--- src/rtl/dma_ring_pkg.sv ---
package dma_ring_pkg;
  localparam int ADDR_W = 12;

  localparam logic [ADDR_W-1:0] OFF_BASE = 12'h000;
  localparam logic [ADDR_W-1:0] OFF_CNT  = 12'h004;
  localparam logic [ADDR_W-1:0] OFF_CPU  = 12'h008;
  localparam logic [ADDR_W-1:0] OFF_DMA  = 12'h00C;
  localparam logic [ADDR_W-1:0] RX_BLK   = 12'h100;

  localparam logic [ADDR_W-1:0] OFF_INFO = 12'h200;
  localparam logic [ADDR_W-1:0] OFF_CFG  = 12'h204;
  localparam logic [ADDR_W-1:0] OFF_RST  = 12'h208;
  localparam logic [ADDR_W-1:0] OFF_DLY  = 12'h20C;
  localparam logic [ADDR_W-1:0] OFF_STAT = 12'h220;
  localparam logic [ADDR_W-1:0] OFF_MASK = 12'h228;

  localparam int CH_ID       = 0;
  localparam int RST_TX_BIT  = 0 + CH_ID;
  localparam int RST_RX_BIT  = 16 + CH_ID;
  localparam int ST_TX_BIT   = 0;
  localparam int ST_RX_BIT   = 16;
  localparam int ST_DLY_LO   = 28;
  localparam int DLY_EVT_N   = 4;

  typedef enum logic {RING_TX = 1'b0, RING_RX = 1'b1} ring_e;

  typedef struct packed {
    logic       multi;
    logic [1:0] burst;
    logic       rx_en;
    logic       tx_en;
  } glb_cfg_t;

  function automatic logic [31:0] stat_impl_mask();
    logic [31:0] m;
    m = '0;
    m[ST_TX_BIT] = 1'b1;
    m[ST_RX_BIT] = 1'b1;
    for (int i = 0; i < DLY_EVT_N; i++) m[ST_DLY_LO+i] = 1'b1;
    return m;
  endfunction
endpackage

--- src/rtl/dma_ring_chan.sv ---
module dma_ring_chan #(
  parameter int CNT_W = 12,
  parameter int IDX_W = 12
) (
  input  logic             clk_i,
  input  logic             rst_ni,
  input  logic [31:0]      wdata_i,
  input  logic             wr_base_i,
  input  logic             wr_cnt_i,
  input  logic             wr_cpu_i,
  input  logic             clr_i,
  input  logic             adv_i,
  output logic [31:0]      base_o,
  output logic [CNT_W-1:0] cnt_o,
  output logic [IDX_W-1:0] cpu_idx_o,
  output logic [IDX_W-1:0] dma_idx_o
);
  localparam int CW = ((IDX_W > CNT_W) ? IDX_W : CNT_W) + 1;

  logic [31:0]      base_q;
  logic [CNT_W-1:0] cnt_q;
  logic [IDX_W-1:0] cpu_q, dma_q, dma_d;
  logic [CW-1:0]    inc_w, cnt_w;

  always_ff @(posedge clk_i or negedge rst_ni) begin
    if (!rst_ni) begin
      base_q <= '0;
      cnt_q  <= '0;
      cpu_q  <= '0;
    end else begin
      if (wr_base_i) base_q <= wdata_i;
      if (wr_cnt_i)  cnt_q  <= wdata_i[CNT_W-1:0];
      if (wr_cpu_i)  cpu_q  <= wdata_i[IDX_W-1:0];
    end
  end

  assign inc_w = CW'(dma_q) + CW'(1);
  assign cnt_w = CW'(cnt_q);

  // clear beats advance; wrap when the increment reaches the count
  always_comb begin
    dma_d = dma_q;
    if (clr_i)          dma_d = '0;
    else if (adv_i) begin
      if (inc_w >= cnt_w) dma_d = '0;
      else                dma_d = inc_w[IDX_W-1:0];
    end
  end

  always_ff @(posedge clk_i or negedge rst_ni) begin
    if (!rst_ni) dma_q <= '0;
    else         dma_q <= dma_d;
  end

  assign base_o    = base_q;
  assign cnt_o     = cnt_q;
  assign cpu_idx_o = cpu_q;
  assign dma_idx_o = dma_q;

  AST_CLR_ZERO: assert property (@(posedge clk_i) disable iff (!rst_ni)
    clr_i |=> dma_idx_o == '0);
  AST_DMA_HOLD: assert property (@(posedge clk_i) disable iff (!rst_ni)
    (!clr_i && !adv_i) |=> $stable(dma_idx_o));
  AST_IDX_BOUND: assert property (@(posedge clk_i) disable iff (!rst_ni)
    (adv_i && !clr_i && !wr_cnt_i && cnt_o != '0) |=> CW'(dma_idx_o) < CW'(cnt_o));
  AST_ZERO_CNT: assert property (@(posedge clk_i) disable iff (!rst_ni)
    (adv_i && !clr_i && !wr_cnt_i && cnt_o == '0) |=> dma_idx_o == '0);
endmodule

--- src/rtl/dma_ring_glb.sv ---
module dma_ring_glb
  import dma_ring_pkg::*;
(
  input  logic        clk_i,
  input  logic        rst_ni,
  input  logic [31:0] wdata_i,
  input  logic        wr_cfg_i,
  input  logic        wr_dly_i,
  input  logic        wr_mask_i,
  output glb_cfg_t    cfg_o,
  output logic [31:0] dly_o,
  output logic [31:0] mask_o
);
  glb_cfg_t    cfg_q;
  logic [31:0] dly_q, mask_q;

  always_ff @(posedge clk_i or negedge rst_ni) begin
    if (!rst_ni) begin
      cfg_q  <= '0;
      dly_q  <= '0;
      mask_q <= '0;
    end else begin
      if (wr_cfg_i) begin
        cfg_q.tx_en <= wdata_i[0];
        cfg_q.rx_en <= wdata_i[2];
        cfg_q.burst <= wdata_i[5:4];
        cfg_q.multi <= wdata_i[10];
      end
      if (wr_dly_i)  dly_q  <= wdata_i;
      if (wr_mask_i) mask_q <= wdata_i;
    end
  end

  assign cfg_o  = cfg_q;
  assign dly_o  = dly_q;
  assign mask_o = mask_q;

  AST_CFG_HOLD: assert property (@(posedge clk_i) disable iff (!rst_ni)
    !wr_cfg_i |=> $stable(cfg_o));
  AST_MASK_HOLD: assert property (@(posedge clk_i) disable iff (!rst_ni)
    !wr_mask_i |=> $stable(mask_o));
endmodule

--- src/rtl/dma_ring_irq.sv ---
module dma_ring_irq
  import dma_ring_pkg::*;
(
  input  logic                 clk_i,
  input  logic                 rst_ni,
  input  logic [31:0]          wdata_i,
  input  logic                 wr_stat_i,
  input  logic                 tx_done_i,
  input  logic                 rx_done_i,
  input  logic [DLY_EVT_N-1:0] dly_evt_i,
  input  logic [31:0]          mask_i,
  output logic [31:0]          status_o,
  output logic                 irq_o
);
  localparam logic [31:0] IMPL = stat_impl_mask();

  logic [31:0] stat_q, set_v, clr_v;

  always_comb begin
    set_v = '0;
    set_v[ST_TX_BIT] = tx_done_i;
    set_v[ST_RX_BIT] = rx_done_i;
    set_v[ST_DLY_LO +: DLY_EVT_N] = dly_evt_i;
  end

  assign clr_v = wr_stat_i ? wdata_i : '0;

  always_ff @(posedge clk_i or negedge rst_ni) begin
    if (!rst_ni) stat_q <= '0;
    else         stat_q <= ((stat_q & ~clr_v) | set_v) & IMPL;
  end

  assign status_o = stat_q;
  assign irq_o    = |(stat_q & mask_i);

  AST_TX_SET: assert property (@(posedge clk_i) disable iff (!rst_ni)
    tx_done_i |=> status_o[ST_TX_BIT]);
  AST_RX_SET_WINS: assert property (@(posedge clk_i) disable iff (!rst_ni)
    rx_done_i |=> status_o[ST_RX_BIT]);
  AST_W1C: assert property (@(posedge clk_i) disable iff (!rst_ni)
    (wr_stat_i && wdata_i[ST_TX_BIT] && !tx_done_i) |=> !status_o[ST_TX_BIT]);
  AST_IRQ_MASKED: assert property (@(posedge clk_i) disable iff (!rst_ni)
    (mask_i == '0) |-> !irq_o);
endmodule

--- src/rtl/dma_ring_regs.sv ---
module dma_ring_regs
  import dma_ring_pkg::*;
#(
  parameter int CNT_W  = 12,
  parameter int IDX_W  = 12,
  parameter int NUM_TX = 1,
  parameter int NUM_RX = 1
) (
  input  logic                 clk_i,
  input  logic                 rst_ni,
  input  logic                 bus_we_i,
  input  logic [ADDR_W-1:0]    bus_addr_i,
  input  logic [31:0]          bus_wdata_i,
  output logic [31:0]          bus_rdata_o,
  input  logic                 tx_adv_i,
  input  logic                 rx_adv_i,
  input  logic                 tx_busy_i,
  input  logic                 rx_busy_i,
  input  logic                 tx_done_i,
  input  logic                 rx_done_i,
  input  logic [DLY_EVT_N-1:0] dly_evt_i,
  output logic [31:0]          tx_base_o,
  output logic [CNT_W-1:0]     tx_cnt_o,
  output logic [IDX_W-1:0]     tx_cpu_idx_o,
  output logic [IDX_W-1:0]     tx_dma_idx_o,
  output logic [31:0]          rx_base_o,
  output logic [CNT_W-1:0]     rx_cnt_o,
  output logic [IDX_W-1:0]     rx_cpu_idx_o,
  output logic [IDX_W-1:0]     rx_dma_idx_o,
  output logic                 tx_en_o,
  output logic                 rx_en_o,
  output logic [1:0]           burst_o,
  output logic                 multi_o,
  output logic [31:0]          dly_cfg_o,
  output logic                 irq_o
);
  localparam int N_RING = 2;
  localparam logic [31:0] INFO_VAL = {16'b0, 8'(NUM_RX), 8'(NUM_TX)};

  logic [31:0]      base_a [N_RING];
  logic [CNT_W-1:0] cnt_a  [N_RING];
  logic [IDX_W-1:0] cpu_a  [N_RING];
  logic [IDX_W-1:0] dma_a  [N_RING];
  logic [N_RING-1:0] clr_v, adv_v;

  glb_cfg_t    cfg;
  logic [31:0] dly, mask, status;
  logic        rst_wr, tx_busy_eff, rx_busy_eff;

  assign rst_wr = bus_we_i && (bus_addr_i == OFF_RST);
  assign clr_v[RING_TX] = rst_wr && bus_wdata_i[RST_TX_BIT];
  assign clr_v[RING_RX] = rst_wr && bus_wdata_i[RST_RX_BIT];
  assign adv_v[RING_TX] = tx_adv_i;
  assign adv_v[RING_RX] = rx_adv_i;

  for (genvar g = 0; g < N_RING; g++) begin : g_ring
    localparam logic [ADDR_W-1:0] BLK = (g == int'(RING_RX)) ? RX_BLK : '0;
    dma_ring_chan #(.CNT_W(CNT_W), .IDX_W(IDX_W)) u_chan (
      .clk_i     (clk_i),
      .rst_ni    (rst_ni),
      .wdata_i   (bus_wdata_i),
      .wr_base_i (bus_we_i && bus_addr_i == (BLK | OFF_BASE)),
      .wr_cnt_i  (bus_we_i && bus_addr_i == (BLK | OFF_CNT)),
      .wr_cpu_i  (bus_we_i && bus_addr_i == (BLK | OFF_CPU)),
      .clr_i     (clr_v[g]),
      .adv_i     (adv_v[g]),
      .base_o    (base_a[g]),
      .cnt_o     (cnt_a[g]),
      .cpu_idx_o (cpu_a[g]),
      .dma_idx_o (dma_a[g])
    );
  end

  dma_ring_glb u_glb (
    .clk_i     (clk_i),
    .rst_ni    (rst_ni),
    .wdata_i   (bus_wdata_i),
    .wr_cfg_i  (bus_we_i && bus_addr_i == OFF_CFG),
    .wr_dly_i  (bus_we_i && bus_addr_i == OFF_DLY),
    .wr_mask_i (bus_we_i && bus_addr_i == OFF_MASK),
    .cfg_o     (cfg),
    .dly_o     (dly),
    .mask_o    (mask)
  );

  dma_ring_irq u_irq (
    .clk_i     (clk_i),
    .rst_ni    (rst_ni),
    .wdata_i   (bus_wdata_i),
    .wr_stat_i (bus_we_i && bus_addr_i == OFF_STAT),
    .tx_done_i (tx_done_i),
    .rx_done_i (rx_done_i),
    .dly_evt_i (dly_evt_i),
    .mask_i    (mask),
    .status_o  (status),
    .irq_o     (irq_o)
  );

  assign tx_busy_eff = tx_busy_i && cfg.tx_en;
  assign rx_busy_eff = rx_busy_i && cfg.rx_en;

  always_comb begin
    bus_rdata_o = '0;
    unique case (bus_addr_i)
      OFF_BASE:          bus_rdata_o = base_a[RING_TX];
      OFF_CNT:           bus_rdata_o = 32'(cnt_a[RING_TX]);
      OFF_CPU:           bus_rdata_o = 32'(cpu_a[RING_TX]);
      OFF_DMA:           bus_rdata_o = 32'(dma_a[RING_TX]);
      RX_BLK | OFF_BASE: bus_rdata_o = base_a[RING_RX];
      RX_BLK | OFF_CNT:  bus_rdata_o = 32'(cnt_a[RING_RX]);
      RX_BLK | OFF_CPU:  bus_rdata_o = 32'(cpu_a[RING_RX]);
      RX_BLK | OFF_DMA:  bus_rdata_o = 32'(dma_a[RING_RX]);
      OFF_INFO:          bus_rdata_o = INFO_VAL;
      OFF_CFG:           bus_rdata_o = {21'b0, cfg.multi, 4'b0, cfg.burst,
                                        rx_busy_eff, cfg.rx_en, tx_busy_eff, cfg.tx_en};
      OFF_DLY:           bus_rdata_o = dly;
      OFF_STAT:          bus_rdata_o = status;
      OFF_MASK:          bus_rdata_o = mask;
      default:           bus_rdata_o = '0;
    endcase
  end

  assign tx_base_o    = base_a[RING_TX];
  assign tx_cnt_o     = cnt_a[RING_TX];
  assign tx_cpu_idx_o = cpu_a[RING_TX];
  assign tx_dma_idx_o = dma_a[RING_TX];
  assign rx_base_o    = base_a[RING_RX];
  assign rx_cnt_o     = cnt_a[RING_RX];
  assign rx_cpu_idx_o = cpu_a[RING_RX];
  assign rx_dma_idx_o = dma_a[RING_RX];
  assign tx_en_o      = cfg.tx_en;
  assign rx_en_o      = cfg.rx_en;
  assign burst_o      = cfg.burst;
  assign multi_o      = cfg.multi;
  assign dly_cfg_o    = dly;

  AST_TX_BUSY_GATE: assert property (@(posedge clk_i) disable iff (!rst_ni)
    (bus_addr_i == OFF_CFG && !tx_en_o) |-> !bus_rdata_o[1]);
  AST_RX_BUSY_GATE: assert property (@(posedge clk_i) disable iff (!rst_ni)
    (bus_addr_i == OFF_CFG && !rx_en_o) |-> !bus_rdata_o[3]);
  AST_RST_CFG_ZERO: assert property (@(posedge clk_i) disable iff (!rst_ni)
    (bus_addr_i == OFF_RST) |-> bus_rdata_o == '0);
  AST_INFO_RO: assert property (@(posedge clk_i) disable iff (!rst_ni)
    (bus_addr_i == OFF_INFO) |-> bus_rdata_o[15:0] == {8'(NUM_RX), 8'(NUM_TX)});
endmodule

--- config.mk ---
export PLATFORM = sky130hd
export DESIGN_NAME = dma_ring_regs
export DESIGN_NICKNAME = d
export VERILOG_FILES = /design/src/rtl/dma_ring_pkg.sv /design/src/rtl/dma_ring_chan.sv /design/src/rtl/dma_ring_glb.sv /design/src/rtl/dma_ring_irq.sv /design/src/rtl/dma_ring_regs.sv
export SDC_FILE = /design/constraint.sdc
export NUM_CORES = 1
export LEC_CHECK = 0
export ABC_AREA = 1
export BUFFER_PORTS_ARGS = -buffer_cell sky130_fd_sc_hd__buf_2
export CORE_MARGIN = 5
export CORE_UTILIZATION = 50
export CTS_BUF_LIST = sky130_fd_sc_hd__clkbuf_16
export CTS_CLUSTER_DIAMETER = 60
export DETAILED_ROUTE_END_ITERATION = 16
export GPL_TIMING_DRIVEN = 0
export PLACE_DENSITY = 0.75
export SKIP_CTS_REPAIR_TIMING = 1
export SLEW_MARGIN = 25
export SYNTH_ARGS = -nofsm -noshare
export SYNTH_HDL_FRONTEND = slang
export SYNTH_SLANG_ARGS = --single-unit
--- constraint.sdc ---
create_clock -name clk_i -period 3 [get_ports clk_i]
set_input_delay 0.75 -clock clk_i [delete_from_list [all_inputs] [get_ports clk_i]]
set_output_delay 0.75 -clock clk_i [all_outputs]
set_load 0.02 [all_outputs]
-- After elaboration in Yosys (flattened, before gate mapping)
Cells that the tools add are included.
- memory bits (writable): 0
- input port bits: 57
- bits in read-only memories: 0
- register bits after elaboration: 211
- bits in latches: 0
- memories: 0
- output and inout port bits: 206
- add/subtract/negate cells: 2
- muxes and demuxes: 8
- magnitude comparators: 2
- div/mod/pow operators: 0
- bitwise operators: 4
- reductions and logical operators: 19
- shifts and indexed selects: 0
- equal/unequal tests: 13
- multiply operators: 0
- operator list (operator ; number):
    $pmux 32 s13 ; 1
    $eq 12x10->1 const B ; 6
    $mux 12 ; 6
    $and 32x32->32 ; 2
    $eq 12x9->1 const B ; 4
    $mux 32 ; 1
    $not 32->32 ; 1
    $or 32x32->32 ; 1
    $reduce_or 32->1 ; 1
    $add 12x1->13 const B ; 2
    $ge 13x12->1 ; 2
    $eq 12x4->1 const B ; 2
    $logic_and 1x1->1 ; 15
    $eq 12x3->1 const B ; 1
    $logic_not 12->1 ; 1
    $reduce_bool 2->1 ; 2

-- Depth between registers and ports, before layout
Gate-level depths: netlist of the first run.
- word-level depth: 6
- mapped depth: 18
- gate-level depth less buffers: 17

-- Cells and area by module
A second synthesis of the first run with hierarchy kept.
- cells, all modules: 1530
- area total of the unflattened synthesis: 12208.0 sq um
- by module, submodules not included (module ; cells an instance ; times used ; area an instance (sq um) ; seq. area each (sq um)):
    dma_ring_chan ; 319 ; 2 ; 3275.6 ; 1701.6
    dma_ring_glb ; 293 ; 1 ; 2768.9 ; 1726.7
    dma_ring_regs ; 542 ; 1 ; 2426.1 ; 0.0
    dma_ring_irq ; 57 ; 1 ; 461.7 ; 150.1

-- Worst setup path after synthesis of the first run
No wires, ideal clock.
- path type: input port to output port
- start: in bus_addr_i[7]
- end: out bus_rdata_o[14]
- data arrival time: 1.966 ns
- slack: 0.284 ns
- buffers on the path: 1
- stages on the path: 6
- path through: nor2_1 > nand2_1 > nor2_2 > nand2_2 > clkbuf_1 > o2111ai_1
- word-level cells in the longest chain between the ends: 2
- elaborated cells between the ends (all ways): 14
- classes of those cells: eq/ne: 12; mux: 1; reduce/logical: 1
- RTL lines (what ; RTL line ; text):
    from (decl) ; dma_ring_regs.sv:12 ; input logic [ADDR_W-1:0] bus_addr_i,
    $eq 12x10->1, or another cell as far along ; dma_ring_regs.sv:104 ; unique case (bus_addr_i)
    $pmux 32 s13 (*) ; dma_ring_regs.sv:104 ;
    to (decl) ; dma_ring_regs.sv:14 ; output logic [31:0] bus_rdata_o,
Every way passes the cells marked *; elsewhere a longest branch is shown, timed or not.

-- Worst setup path in the final report of the first run
- start: in bus_addr_i[0]
- end: out bus_rdata_o[15]
Same word-level chain as after synthesis.

==> PnR_summary.wiki, run 1 <==
{| class="wikitable"
! Metric !! Value
|-
| Clock Sink Count || 211
|-
| Register bit count reported by yosys || around 210
|-
| Floorplan core area || roughly 22000 um2
|-
| Congestion Overflow GR || 0
|-
| Setup skew after layout || 0.00848 ns
|-
| Most common cell after layout, fill and taps aside || sky130_fd_sc_hd__nand2_1
|-
| Post-Syn Instances || between 1500 and 2000
|-
| Final worst path period share || 103%
|-
| Global Route Usage Sum || roughly a third
|-
| Antenna diodes || 0
|-
| Number of nets in the synthesized netlist || between 1500 and 2000
|-
| DRC violation count after routing || 0
|-
| Peak Freq || approximately 320 MHz
|-
| First-pass GRT wire length || ~64000 um
|-
| Clock Path Buffers || 3
|-
| Mapped cell area || approximately 11000 um2
|-
| Relative slew margins || between 30% and 40%
|-
| Clock input transition at the sequential cells of the worst setup and hold paths || ~0.050 ns
|-
| Drt initial violations || between 1000 and 1500
|-
| Number of distinct library cells after synthesis || 35
|-
| Layout overhead on the synthesized area || 29.2%
|-
| Aggregate negative setup slack || -0.840 ns
|-
| Worst skew pair latency || about 0.53 ns
|-
| Routed vias || roughly 12000
|-
| CTS HTree Levels || 1
|-
| Area leader, netlist || sky130_fd_sc_hd__dfrtp_1
|-
| Synthesis warning total || 0
|-
| Path type of the worst min-delay path || primary input to asynchronous set/reset pin
|-
| Fraction of final layout cells sized beyond drive strength 1 || a little under a quarter
|-
| Count of boundary I/O pins || around 260
|-
| Number of max-slew violations in the final report || 0
|-
| Avg Inst Size Synth || 7.44 um2
|-
| Vertical die dimension || between 150 and 200 um
|-
| Run status || finished, violations left
|-
| Worst R2R Setup Slack || between 0.2 and 0.3 ns
|-
| Top library cells by usage in the layout, fill and taps aside || sky130_fd_sc_hd__nand2_1 (369), sky130_fd_sc_hd__buf_2 (255), sky130_fd_sc_hd__inv_1 (236), sky130_fd_sc_hd__dfrtp_1 (208), sky130_fd_sc_hd__o21ai_0 (140)
|-
| Violated checks || setup timing
|-
| PnR worst setup slack || -0.0831 ns
|-
| Pwr/cell area || ~470 nW/um2
|-
| Via count of the first global-routing pass || 11000
|-
| Required arrival time at the worst endpoint || about 2.3 ns
|-
| Worst flop-to-flop path startpoint || g_ring[0].u_chan.dma_idx_o[0]$_DFFE_PN0P_
|-
| Number of vias per cell || around 5.6
|-
| Post-Place Setup Slack || -0.761 ns
|-
| Leakage component of the power || approximately 7.9 nW
|-
| Largest cells by area after synthesis || sky130_fd_sc_hd__dfrtp_1 (47%), sky130_fd_sc_hd__nand2_1 (13%), sky130_fd_sc_hd__inv_1 (7.9%)
|-
| Total iterations of the first detailed-routing run || 7
|-
| Critical Path Source Type || primary input
|-
| Crit Path Class || primary input to primary output
|-
| Wire length per cell after detailed routing || 20.5 um
|-
| Peak fanout along the critical path || 10
|-
| TritonCTS clock tree || yes
|-
| Setup-failing EPs final || 23
|-
| Hold violation total from the final report || 0
|-
| Max-capacitance violation count || 0
|-
| # nets final || 1907
|-
| Maximum resistive drop on vdd || 0.000467 V
|-
| GPL Wtd Cong || approximately 0.98
|-
| Total detailed-routing wirelength || 43600 um
|-
| Share of synthesized area occupied by flip-flops and latches || between 40% and 50%
|-
| Number of buffers inserted during clock tree synthesis || 24
|-
| Transition at the pin with the smallest max-transition slack || approximately 0.9 ns
|-
| Maximum number of pins on one net before global-route repair || 93
|-
| Root cell of the clock tree || sky130_fd_sc_hd__clkbuf_16
|-
| Share of the synthesized area in the top cell type || 47.3%
|-
| Total die area || between 20000 and 30000 um2
|-
| Unrepaired setup endpoints after global routing || true
|-
| End of the worst register-to-register path || g_ring[0].u_chan.dma_idx_o[10]$_DFFE_PN0P_
|-
| Initial core utilization || roughly half
|-
| Signal arrival time at the worst endpoint || between 2 and 2.5 ns
|-
| Time the final worst path needs with I/O delays and setup || around 3.1 ns
|-
| Element type at the critical path end || primary output
|-
| Cell count of the worst reg-to-reg path || 17
|-
| HPWL after DPL || approximately 32000 um
|-
| Number of antenna violations at the first check in global routing || 3
|-
| PortBufs || roughly 260
|-
| Standard-cell row count || 54
|-
| Count of nets left with antenna violations after detail routing || 0
|-
| Horiz. Die Dim || 159 um
|}
-- state kept, by name, summed over array words and instances (netlist names) --
signal / count
u_glb.dly_o: 32
u_glb.mask_o: 32
g_ring.u_chan.base_o: 64
u_irq.status_o: 6
g_ring.u_chan.cpu_idx_o: 24
g_ring.u_chan.cnt_o: 24
u_glb.cfg_o: 5
g_ring.u_chan.dma_idx_o: 24
-- where the power goes --
group	internal [mW]	total, mW	switching (mW)	leakage (nW)
registers	2.92	3.05	0.132	2.46
clock network	1.76	2.97	1.21	0.397
logic	0.246	0.780	0.533	5.09
total	4.93	6.81	1.88	7.94
-- synthesized netlist by cell type, drive strengths merged --
| library cell | count |
|---|---|
| a21o | 1 |
| a21oi | 47 |
| a31oi | 6 |
| and2 | 1 |
| and3 | 1 |
| buf | 38 |
| clkbuf | 27 |
| clkinv | 1 |
| dfrtp | 211 |
| ha | 26 |
| inv | 239 |
| nand2 | 385 |
| nand3 | 123 |
| nand3b | 5 |
| nand4 | 9 |
| nor2 | 149 |
| nor3 | 6 |
| o2111ai | 15 |
| o21a | 2 |
| o21ai | 194 |
| o21bai | 6 |
| o22ai | 2 |
| xor2 | 7 |
-- layout make-up --
cell class,count,area [um2]
plain buffers,65,468
repair buffers,297,1730
clock buffers,25,626
fillers,1915,7460
well taps,280,350
flip-flops and latches,211,5280
inverters,240,917
clock inverters,19,163
multi-input cells,985,4900
-- worst max-delay path by stage --
| stage | to | slack (ns) | start | cells past startpoint |
|---|---|---|---|---|
| floorplan | bus_rdata_o[14] | 0.28 | bus_addr_i[7] | 6 |
| global placement | g_ring[1].u_chan.base_o[14]$_DFFE_PN0P_ | -2.46 | rst_ni | 1 |
| detailed placement | bus_rdata_o[15] | -0.76 | bus_addr_i[0] | 10 |
| CTS | bus_rdata_o[15] | -0.79 | bus_addr_i[0] | 10 |
| global route | bus_rdata_o[0] | -0.16 | bus_addr_i[0] | 13 |
| finish | bus_rdata_o[15] | -0.08 | bus_addr_i[0] | 8 |
-- critical path, stage by stage --
cell and delay (ns):
sky130_fd_sc_hd__buf_6 0.10, sky130_fd_sc_hd__nor2_4 0.26, sky130_fd_sc_hd__nand2_2 0.12, sky130_fd_sc_hd__nor2_4 0.25, sky130_fd_sc_hd__nand2_4 0.13, sky130_fd_sc_hd__clkbuf_4 0.24, sky130_fd_sc_hd__o2111ai_2 0.26, sky130_fd_sc_hd__buf_4 0.19
-- routing by layer --
layer	share of wire, %	GRT usage, %	routed length, um
met5	0.078	0	34
met2	45	49.6	19800
met3	12	9.14	5150
met1	37	41.6	16200
met4	5.6	14.9	2420
-- stage by stage --
step / hold WS, ns / instance area, um2 / instances / total power [mW] / util, %
after detailed placement: 0.493 / 12900 / 2044 / 3.83 / 58.9
final: 0.148 / 14400 / 2122 / 6.81 / 65.9
after global routing: 0.191 / 14400 / 2122 / 7.04 / 65.9
after CTS: 0.160 / 13700 / 2088 / 6.78 / 62.5
after floorplan: 0.454 / 11200 / 1501 / 3.49 / -
after global placement: 0.490 / 12800 / 2042 / 3.80 / 58.6
-- logic make-up after synthesis --
group                      Yosys count  share of synthesized area (%)
buffers and inverters              305                           10.9
adders and majority gates           26                           2.91
xor gates and xnor gates             7                          0.549
AOI/OAI and AO/OA                  273                           13.0
and+or+nand+nor                    679                           25.4
DFF                                211                           47.3
No activity file was read; power rests on OpenSTA's default activity.
==> inputs of run 2 (changes only) <==
--- a/config.mk
+++ b/config.mk
@@ -7,13 +7,16 @@
 export LEC_CHECK = 0
 export ABC_AREA = 1
 export BUFFER_PORTS_ARGS = -buffer_cell sky130_fd_sc_hd__buf_2
+export CAP_MARGIN = 40
+export CELL_PAD_IN_SITES_DETAIL_PLACEMENT = 0
+export CELL_PAD_IN_SITES_GLOBAL_PLACEMENT = 1
 export CORE_MARGIN = 5
-export CORE_UTILIZATION = 50
+export CORE_UTILIZATION = 39
 export CTS_BUF_LIST = sky130_fd_sc_hd__clkbuf_16
 export CTS_CLUSTER_DIAMETER = 60
 export DETAILED_ROUTE_END_ITERATION = 16
 export GPL_TIMING_DRIVEN = 0
-export PLACE_DENSITY = 0.75
+export PLACE_DENSITY_LB_ADDON = 0.1
 export SKIP_CTS_REPAIR_TIMING = 1
 export SLEW_MARGIN = 25
 export SYNTH_ARGS = -nofsm -noshare
==> run 2 against run 1 <==
Effect of this change: cell count rose by 4.6%; critical path type unchanged; clock-buffer cell count rose by 2; critical endpoint is now bus_rdata_o[9]; largest cell class unchanged; global-route usage fell by 4.8 points; fmax rose by 3.4%; the run now ends clean; via count fell by 4.4%.
==> PnR_summary.wiki, run 2 (synthesis results as in run 1) <==
{| class="wikitable"
! Metric !! Value
|-
| Run status || completed
|-
| Peak fanout along the critical path || 10 (unchanged)
|-
| Drt initial violations || 901 (-23%)
|-
| Clock input transition at the sequential cells of the worst setup and hold paths || 0.05 ns (about the same)
|-
| Time the final worst path needs with I/O delays and setup || 2.98 ns (-0.101 ns)
|-
| Routed vias || 11300 (-4.4%)
|-
| Vertical die dimension || 179 um (+12%)
|-
| CTS HTree Levels || 1 (unchanged)
|-
| # nets final || 1902 (-0.26%)
|-
| Fill cell total of the finished layout || 2878 (+50%)
|-
| CP Buf/Inv Count || 4 (+1)
|-
| Congestion Overflow GR || 0 (unchanged)
|-
| Setup-failing EPs final || 0 (-100%)
|-
| Most common cell after layout, fill and taps aside || sky130_fd_sc_hd__nand2_1
|-
| Signal arrival time at the worst endpoint || 2.23 ns (-0.10 ns)
|-
| GPL Wtd Cong || 0.926 (-5.1%)
|-
| Antenna diodes || 0 (unchanged)
|-
| Proportion of power drawn by combinational gates || 11.5% (about the same)
|-
| Cell class contributing the biggest share of worst-path delay || simple AND/OR/NAND/NOR gates
|-
| Clock Sink Count || 211 (unchanged)
|-
| Peak Freq || 335 MHz (+3.4%)
|-
| Hold violation total from the final report || 0 (unchanged)
|-
| Crit Path Class || primary input to primary output
|-
| Relative slew margins || 51.8% (+12 points)
|-
| Transition at the pin with the smallest max-transition slack || 0.723 ns (-0.180 ns)
|-
| Pwr/cell area || 471 nW/um2 (about the same)
|-
| Leakage component of the power || 7.85 nW (-1.1%)
|-
| Required arrival time at the worst endpoint || 2.25 ns (about the same)
|-
| Wire length per cell after detailed routing || 20.2 um (-1.7%)
|-
| Count of boundary I/O pins || 263 (unchanged)
|-
| Element type at the critical path end || primary output
|-
| Area of the multi-input gates || 4910 um2 (+0.23%)
|-
| Horiz. Die Dim || 179 um (+12%)
|-
| First-pass GRT wire length || 65700 um (+2.7%)
|-
| Fraction of power spent switching nets || 28.5% (+0.89 points)
|-
| TritonCTS clock tree || yes
|-
| Top library cells by usage in the layout, fill and taps aside || sky130_fd_sc_hd__nand2_1 (370), sky130_fd_sc_hd__buf_2 (268), sky130_fd_sc_hd__inv_1 (236), sky130_fd_sc_hd__dfrtp_1 (207), sky130_fd_sc_hd__o21ai_0 (144)
|-
| Standard-cell row count || 62 (+15%)
|-
| Via count of the first global-routing pass || 10800 (-2.3%)
|-
| Path type of the worst min-delay path || primary input to asynchronous set/reset pin
|-
| Setup skew after layout || 0.00513 ns (-0.00335 ns)
|-
| PortBufs || 261 (unchanged)
|-
| Max-capacitance violation count || 0 (unchanged)
|-
| Internal power || 4.87 mW (-1.1%)
|-
| Chain of cells forming the critical path || buf_2 -> nor2_4 -> nand2_4 -> nor2_4 -> buf_6 -> buf_8 -> nand3_1 -> nand2_1 -> nor2_1 -> nand3_1 -> buf_2
|-
| Number of max-slew violations in the final report || 0 (unchanged)
|-
| Final Hold Slack || 0.118 ns (-0.0298 ns)
|-
| Initial core utilization || 39.2% (-12 points)
|-
| Net switching power || 1.94 mW (+3.3%)
|-
| Layout overhead on the synthesized area || 29.4%
|-
| Root cell of the clock tree || sky130_fd_sc_hd__clkbuf_16
|-
| Max reg flops || 64 (unchanged)
|-
| Number of vias per cell || 5.08 (-8.5%)
|-
| Clock Path Buffers || 3 (unchanged)
|-
| HPWL after DPL || 33400 um (+5.5%)
|-
| Maximum resistive drop on vdd || 0.000398 V (-15%)
|-
| Flip-flop and latch area || 5290 um2 (about the same)
|-
| Final worst path period share || 99.4% (-3.4 points)
|-
| Number of antenna violations at the first check in global routing || 1 (-2)
|-
| Total iterations of the first detailed-routing run || 5 (-2)
|-
| Reg power frac || 45.1% (+0.2 points)
|-
| Tot Pwr || 6.81 mW (about the same)
|-
| Global Route Usage Sum || 27.2% (-4.8 points)
|-
| Count of nets left with antenna violations after detail routing || 0 (unchanged)
|-
| Worst skew pair latency || 0.54 ns (about the same)
|-
| Maximum number of pins on one net before global-route repair || 86 (-7.5%)
|-
| Fraction of final layout cells sized beyond drive strength 1 || 24.0% (+0.037 points)
|-
| Total detailed-routing wirelength || 44800 um (+2.8%)
|-
| Max incr delay on CP || 0.25 ns (about the same)
|-
| Clock network fraction of design power || 43.5% (-0.2 points)
|-
| Critical Path Source Type || primary input
|-
| Slowest stage cell, crit path || sky130_fd_sc_hd__nor2_4
|-
| Total die area || 32100 um2 (+26%)
|-
| DRC violation count after routing || 0 (unchanged)
|-
| Floorplan core area || 28500 um2 (+30%)
|-
| Unrepaired setup endpoints after global routing || true
|-
| Number of buffers inserted during clock tree synthesis || 27 (+13%)
|}
-- run 2: path summary, 6_finish.rpt --
path | startpoint | endpoint | slack [ns] | cells after the start
max | bus_addr_i[7] | bus_rdata_o[9] | 0.02 | 11
min reg2reg | g_ring[0].u_chan.cpu_idx_o[10]$_DFFE_PN0P_ | g_ring[0].u_chan.cpu_idx_o[10]$_DFFE_PN0P_ | 0.51 | 2
min | rst_ni | g_ring[1].u_chan.dma_idx_o[6]$_DFFE_PN0P_ | 0.12 | 1
max reg2reg | g_ring[1].u_chan.dma_idx_o[0]$_DFFE_PN0P_ | g_ring[1].u_chan.dma_idx_o[10]$_DFFE_PN0P_ | 0.30 | 17
min in group clk_i | rx_done_i | u_irq.status_o[16]$_DFF_PN0_ | 0.38 | 3
max in group asynchronous | rst_ni | u_glb.dly_o[8]$_DFFE_PN0P_ | 2.07 | 2
-- run 2: layout make-up --
class	instances	area share, %
clock buffer	27	4.67
buffer	65	3.11
clock inverter	18	0.761
tap	384	3.32
inverter	240	6.34
sequential	211	36.5
timing repair buffer	289	11.3
multi-input combinational	985	34.0
-- run 2: power groups by stage --
stage | sequential [mW] | combinational, mW | clock (mW)
3_5_place_dp | 3.12 | 0.741 | 0
2_1_floorplan | 3.15 | 0.336 | 0
4_1_cts | 3.07 | 0.744 | 2.99
5_1_grt | 3.08 | 0.885 | 3.13
6_report | 3.07 | 0.783 | 2.96
3_3_place_gp | 3.12 | 0.722 | 0
-- run 2: routing by layer --
metal / track usage, % / part of all wire [%]
met4: 8.76 / 3.5
met5: 0 / 0.025
met2: 46.0 / 48
met3: 5.76 / 7.4
met1: 34.9 / 41
-- run 2: per-stage QoR --
stage / setup WS [ns] / setup TNS [ns] / cell area (um2) / util [%] / instances
floorplan: 0.284 / 0 / 11200 / - / 1501
global placement: -2.69 / -578.45 / 13000 / 45.5 / 2146
detailed placement: -0.600 / -15.39 / 13000 / 45.8 / 2148
CTS: -0.602 / -15.84 / 13800 / 48.5 / 2193
global route: -0.0389 / -0.325 / 14500 / 50.8 / 2219
finish: 0.0181 / 0 / 14500 / 50.8 / 2219
==> inputs of run 3 (changes only) <==
--- a/config.mk
+++ b/config.mk
@@ -6,7 +6,7 @@
 export NUM_CORES = 1
 export LEC_CHECK = 0
 export ABC_AREA = 1
-export BUFFER_PORTS_ARGS = -buffer_cell sky130_fd_sc_hd__buf_2
+export BUFFER_PORTS_ARGS = -buffer_cell sky130_fd_sc_hd__buf_4
 export CAP_MARGIN = 40
 export CELL_PAD_IN_SITES_DETAIL_PLACEMENT = 0
 export CELL_PAD_IN_SITES_GLOBAL_PLACEMENT = 1
==> run 3 against run 2 <==
Effect of this change: clock skew is 0.00067 ns higher; clock-buffer cell count stayed put; sequential power hardly changed; critical path depth stayed put; sequential cell count stayed put; highest routed layer unchanged; setup slack worse by 0.014 ns; via count is 0.24% higher; register-to-register slack worse by 0.02 ns.
==> PnR_summary.wiki, run 3 (synthesis results as in run 1) <==
{| class="wikitable"
! Metric !! Value
|-
| TritonCTS clock tree || yes
|-
| Total iterations of the first detailed-routing run || 5 (unchanged)
|-
| Element type at the critical path end || primary output
|-
| PortBufs || 261 (unchanged)
|-
| Initial core utilization || 39.2% (unchanged)
|-
| Unrepaired setup endpoints after global routing || true
|-
| Number of max-slew violations in the final report || 0 (unchanged)
|-
| Aggregate negative setup slack || 0 ns (unchanged)
|-
| Via count of the first global-routing pass || 10900 (+0.93%)
|-
| CP Buf/Inv Count || 4 (unchanged)
|-
| Chain of cells forming the critical path || buf_4 -> nor2_4 -> nand2_2 -> nor2_4 -> buf_8 -> buf_8 -> nand3_2 -> nand2_1 -> nor2_1 -> nand3_1 -> buf_4
|-
| Routed vias || 11300 (+0.24%)
|-
| Antenna diodes || 0 (unchanged)
|-
| Crit Path Class || primary input to primary output
|-
| Congestion Overflow GR || 0 (unchanged)
|-
| Cell count of the worst reg-to-reg path || 17 (unchanged)
|-
| Critical Path Source Type || primary input
|-
| Count of nets left with antenna violations after detail routing || 0 (unchanged)
|-
| Post-layout instance area || 15100 um2 (+4.6%)
|-
| Clock Path Buffers || 3 (unchanged)
|-
| End of the worst register-to-register path || g_ring[1].u_chan.dma_idx_o[7]$_DFFE_PN0P_
|-
| Worst R2R Setup Slack || 0.28 ns (-0.02 ns)
|-
| Floorplan core area || 28500 um2 (unchanged)
|-
| Vertical die dimension || 179 um (unchanged)
|-
| Fill cell total of the finished layout || 2816 (-2.2%)
|-
| Signal arrival time at the worst endpoint || 2.25 ns (+0.02 ns)
|-
| Pwr/cell area || 460 nW/um2 (-2.3%)
|-
| Hold violation total from the final report || 0 (unchanged)
|-
| Global Route Usage Sum || 27.2% (-0.044 points)
|-
| Maximum resistive drop on vdd || 0.000363 V (-8.9%)
|-
| Count of boundary I/O pins || 263 (unchanged)
|-
| Relative slew margins || 54.3% (+2.4 points)
|-
| Standard-cell row count || 62 (unchanged)
|-
| Clock input transition at the sequential cells of the worst setup and hold paths || 0.05 ns (about the same)
|-
| Number of buffers inserted during clock tree synthesis || 27 (unchanged)
|-
| First-pass GRT wire length || 65700 um (about the same)
|-
| GPL Wtd Cong || 0.917 (-0.95%)
|-
| Number of antenna violations at the first check in global routing || 1 (unchanged)
|-
| Horiz. Die Dim || 179 um (unchanged)
|-
| Path type of the worst min-delay path || primary input to asynchronous set/reset pin
|-
| Leakage component of the power || 8.03 nW (+2.3%)
|-
| Setup skew after layout || 0.00580 ns (+0.000670 ns)
|-
| Core utilization of the finished layout || 53.1% (+2.3 points)
|-
| Max reg flops || 64 (unchanged)
|-
| DRC violation count after routing || 0 (unchanged)
|-
| Transition at the pin with the smallest max-transition slack || 0.686 ns (-0.0365 ns)
|-
| Most common cell after layout, fill and taps aside || sky130_fd_sc_hd__nand2_1
|-
| Required arrival time at the worst endpoint || 2.25 ns (about the same)
|-
| Setup-failing EPs final || 0 (unchanged)
|-
| CTS HTree Levels || 1 (unchanged)
|-
| HPWL after DPL || 33600 um (+0.53%)
|-
| Number of vias per cell || 5.08 (about the same)
|-
| # nets final || 1905 (+0.16%)
|-
| Max incr delay on CP || 0.22 ns (-0.03 ns)
|-
| Maximum number of pins on one net before global-route repair || 80 (-7.0%)
|-
| Root cell of the clock tree || sky130_fd_sc_hd__clkbuf_16
|-
| Layout overhead on the synthesized area || 35.4%
|-
| Tot Pwr || 6.96 mW (+2.2%)
|-
| Final Hold Slack || 0.163 ns (+0.0448 ns)
|-
| Worst skew pair latency || 0.53 ns (about the same)
|-
| Wire length per cell after detailed routing || 20.2 um (+0.32%)
|-
| Peak Freq || 334 MHz (-0.45%)
|-
| Top library cells by usage in the layout, fill and taps aside || sky130_fd_sc_hd__nand2_1 (369), sky130_fd_sc_hd__buf_4 (296), sky130_fd_sc_hd__inv_1 (242), sky130_fd_sc_hd__dfrtp_1 (207), sky130_fd_sc_hd__o21ai_0 (150)
|-
| Placed standard-cell area || 13700 um2 (+5.0%)
|-
| Peak fanout along the critical path || 10 (unchanged)
|-
| Cell class contributing the biggest share of worst-path delay || simple AND/OR/NAND/NOR gates
|-
| Total die area || 32100 um2 (unchanged)
|-
| Final worst path period share || 99.8% (+0.45 points)
|-
| Time the final worst path needs with I/O delays and setup || 3.00 ns (+0.0136 ns)
|-
| Fraction of final layout cells sized beyond drive strength 1 || 23.8% (-0.19 points)
|-
| Max-capacitance violation count || 0 (unchanged)
|-
| Run status || completed
|-
| Worst flop-to-flop path startpoint || g_ring[1].u_chan.dma_idx_o[0]$_DFFE_PN0P_
|-
| Drt initial violations || 957 (+6.2%)
|-
| Clock Sink Count || 211 (unchanged)
|-
| Slowest stage cell, crit path || sky130_fd_sc_hd__nor2_4
|-
| Total detailed-routing wirelength || 45100 um (+0.60%)
|}
[run 3: stage by stage]
stage	worst slack, ns	cells
finish	0.00452	2225
global route	-0.0453	2225
CTS	-0.602	2196
detailed placement	-0.617	2148
global placement	-0.568	2146
floorplan	0.284	1501
[run 3: per-layer routing]
metal / vias up / routed length, um / GRT usage, %
met4: 2 / 1540 / 9.17
met1: 5393 / 18700 / 35.1
li1: 5408 / - / -
met5: - / 11 / 0
met3: 83 / 3220 / 5.74
met2: 409 / 21600 / 45.5
[run 3: power by group]
group / switching (mW) / total (mW) / internal [mW]
clock: 1.27 / 3.06 / 1.79
sequential: 0.146 / 3.07 / 2.92
combinational: 0.532 / 0.839 / 0.307
total: 1.94 / 6.96 / 5.02
[run 3: layout make-up]
cell class	count	area [um2]	area share [%]
clock inverters	21	143	0.943
inverters	240	917	6.06
multi-input cells	985	4900	32.4
clock buffers	27	676	4.47
well taps	384	480	3.18
plain buffers	65	452	2.99
flip-flops and latches	211	5290	34.9
repair buffers	292	2280	15.1
[run 3: worst max path at each step]
| stage | start | to | slack (ns) | depth (start not counted) |
|---|---|---|---|---|
| CTS | bus_addr_i[1] | bus_rdata_o[19] | -0.60 | 10 |
| global route | bus_addr_i[0] | bus_rdata_o[31] | -0.05 | 12 |
| global placement | bus_addr_i[1] | bus_rdata_o[19] | -0.57 | 10 |
| finish | bus_addr_i[11] | bus_rdata_o[8] | 0.005 | 11 |
| detailed placement | bus_addr_i[1] | bus_rdata_o[19] | -0.62 | 10 |
| floorplan | bus_addr_i[7] | bus_rdata_o[14] | 0.28 | 6 |
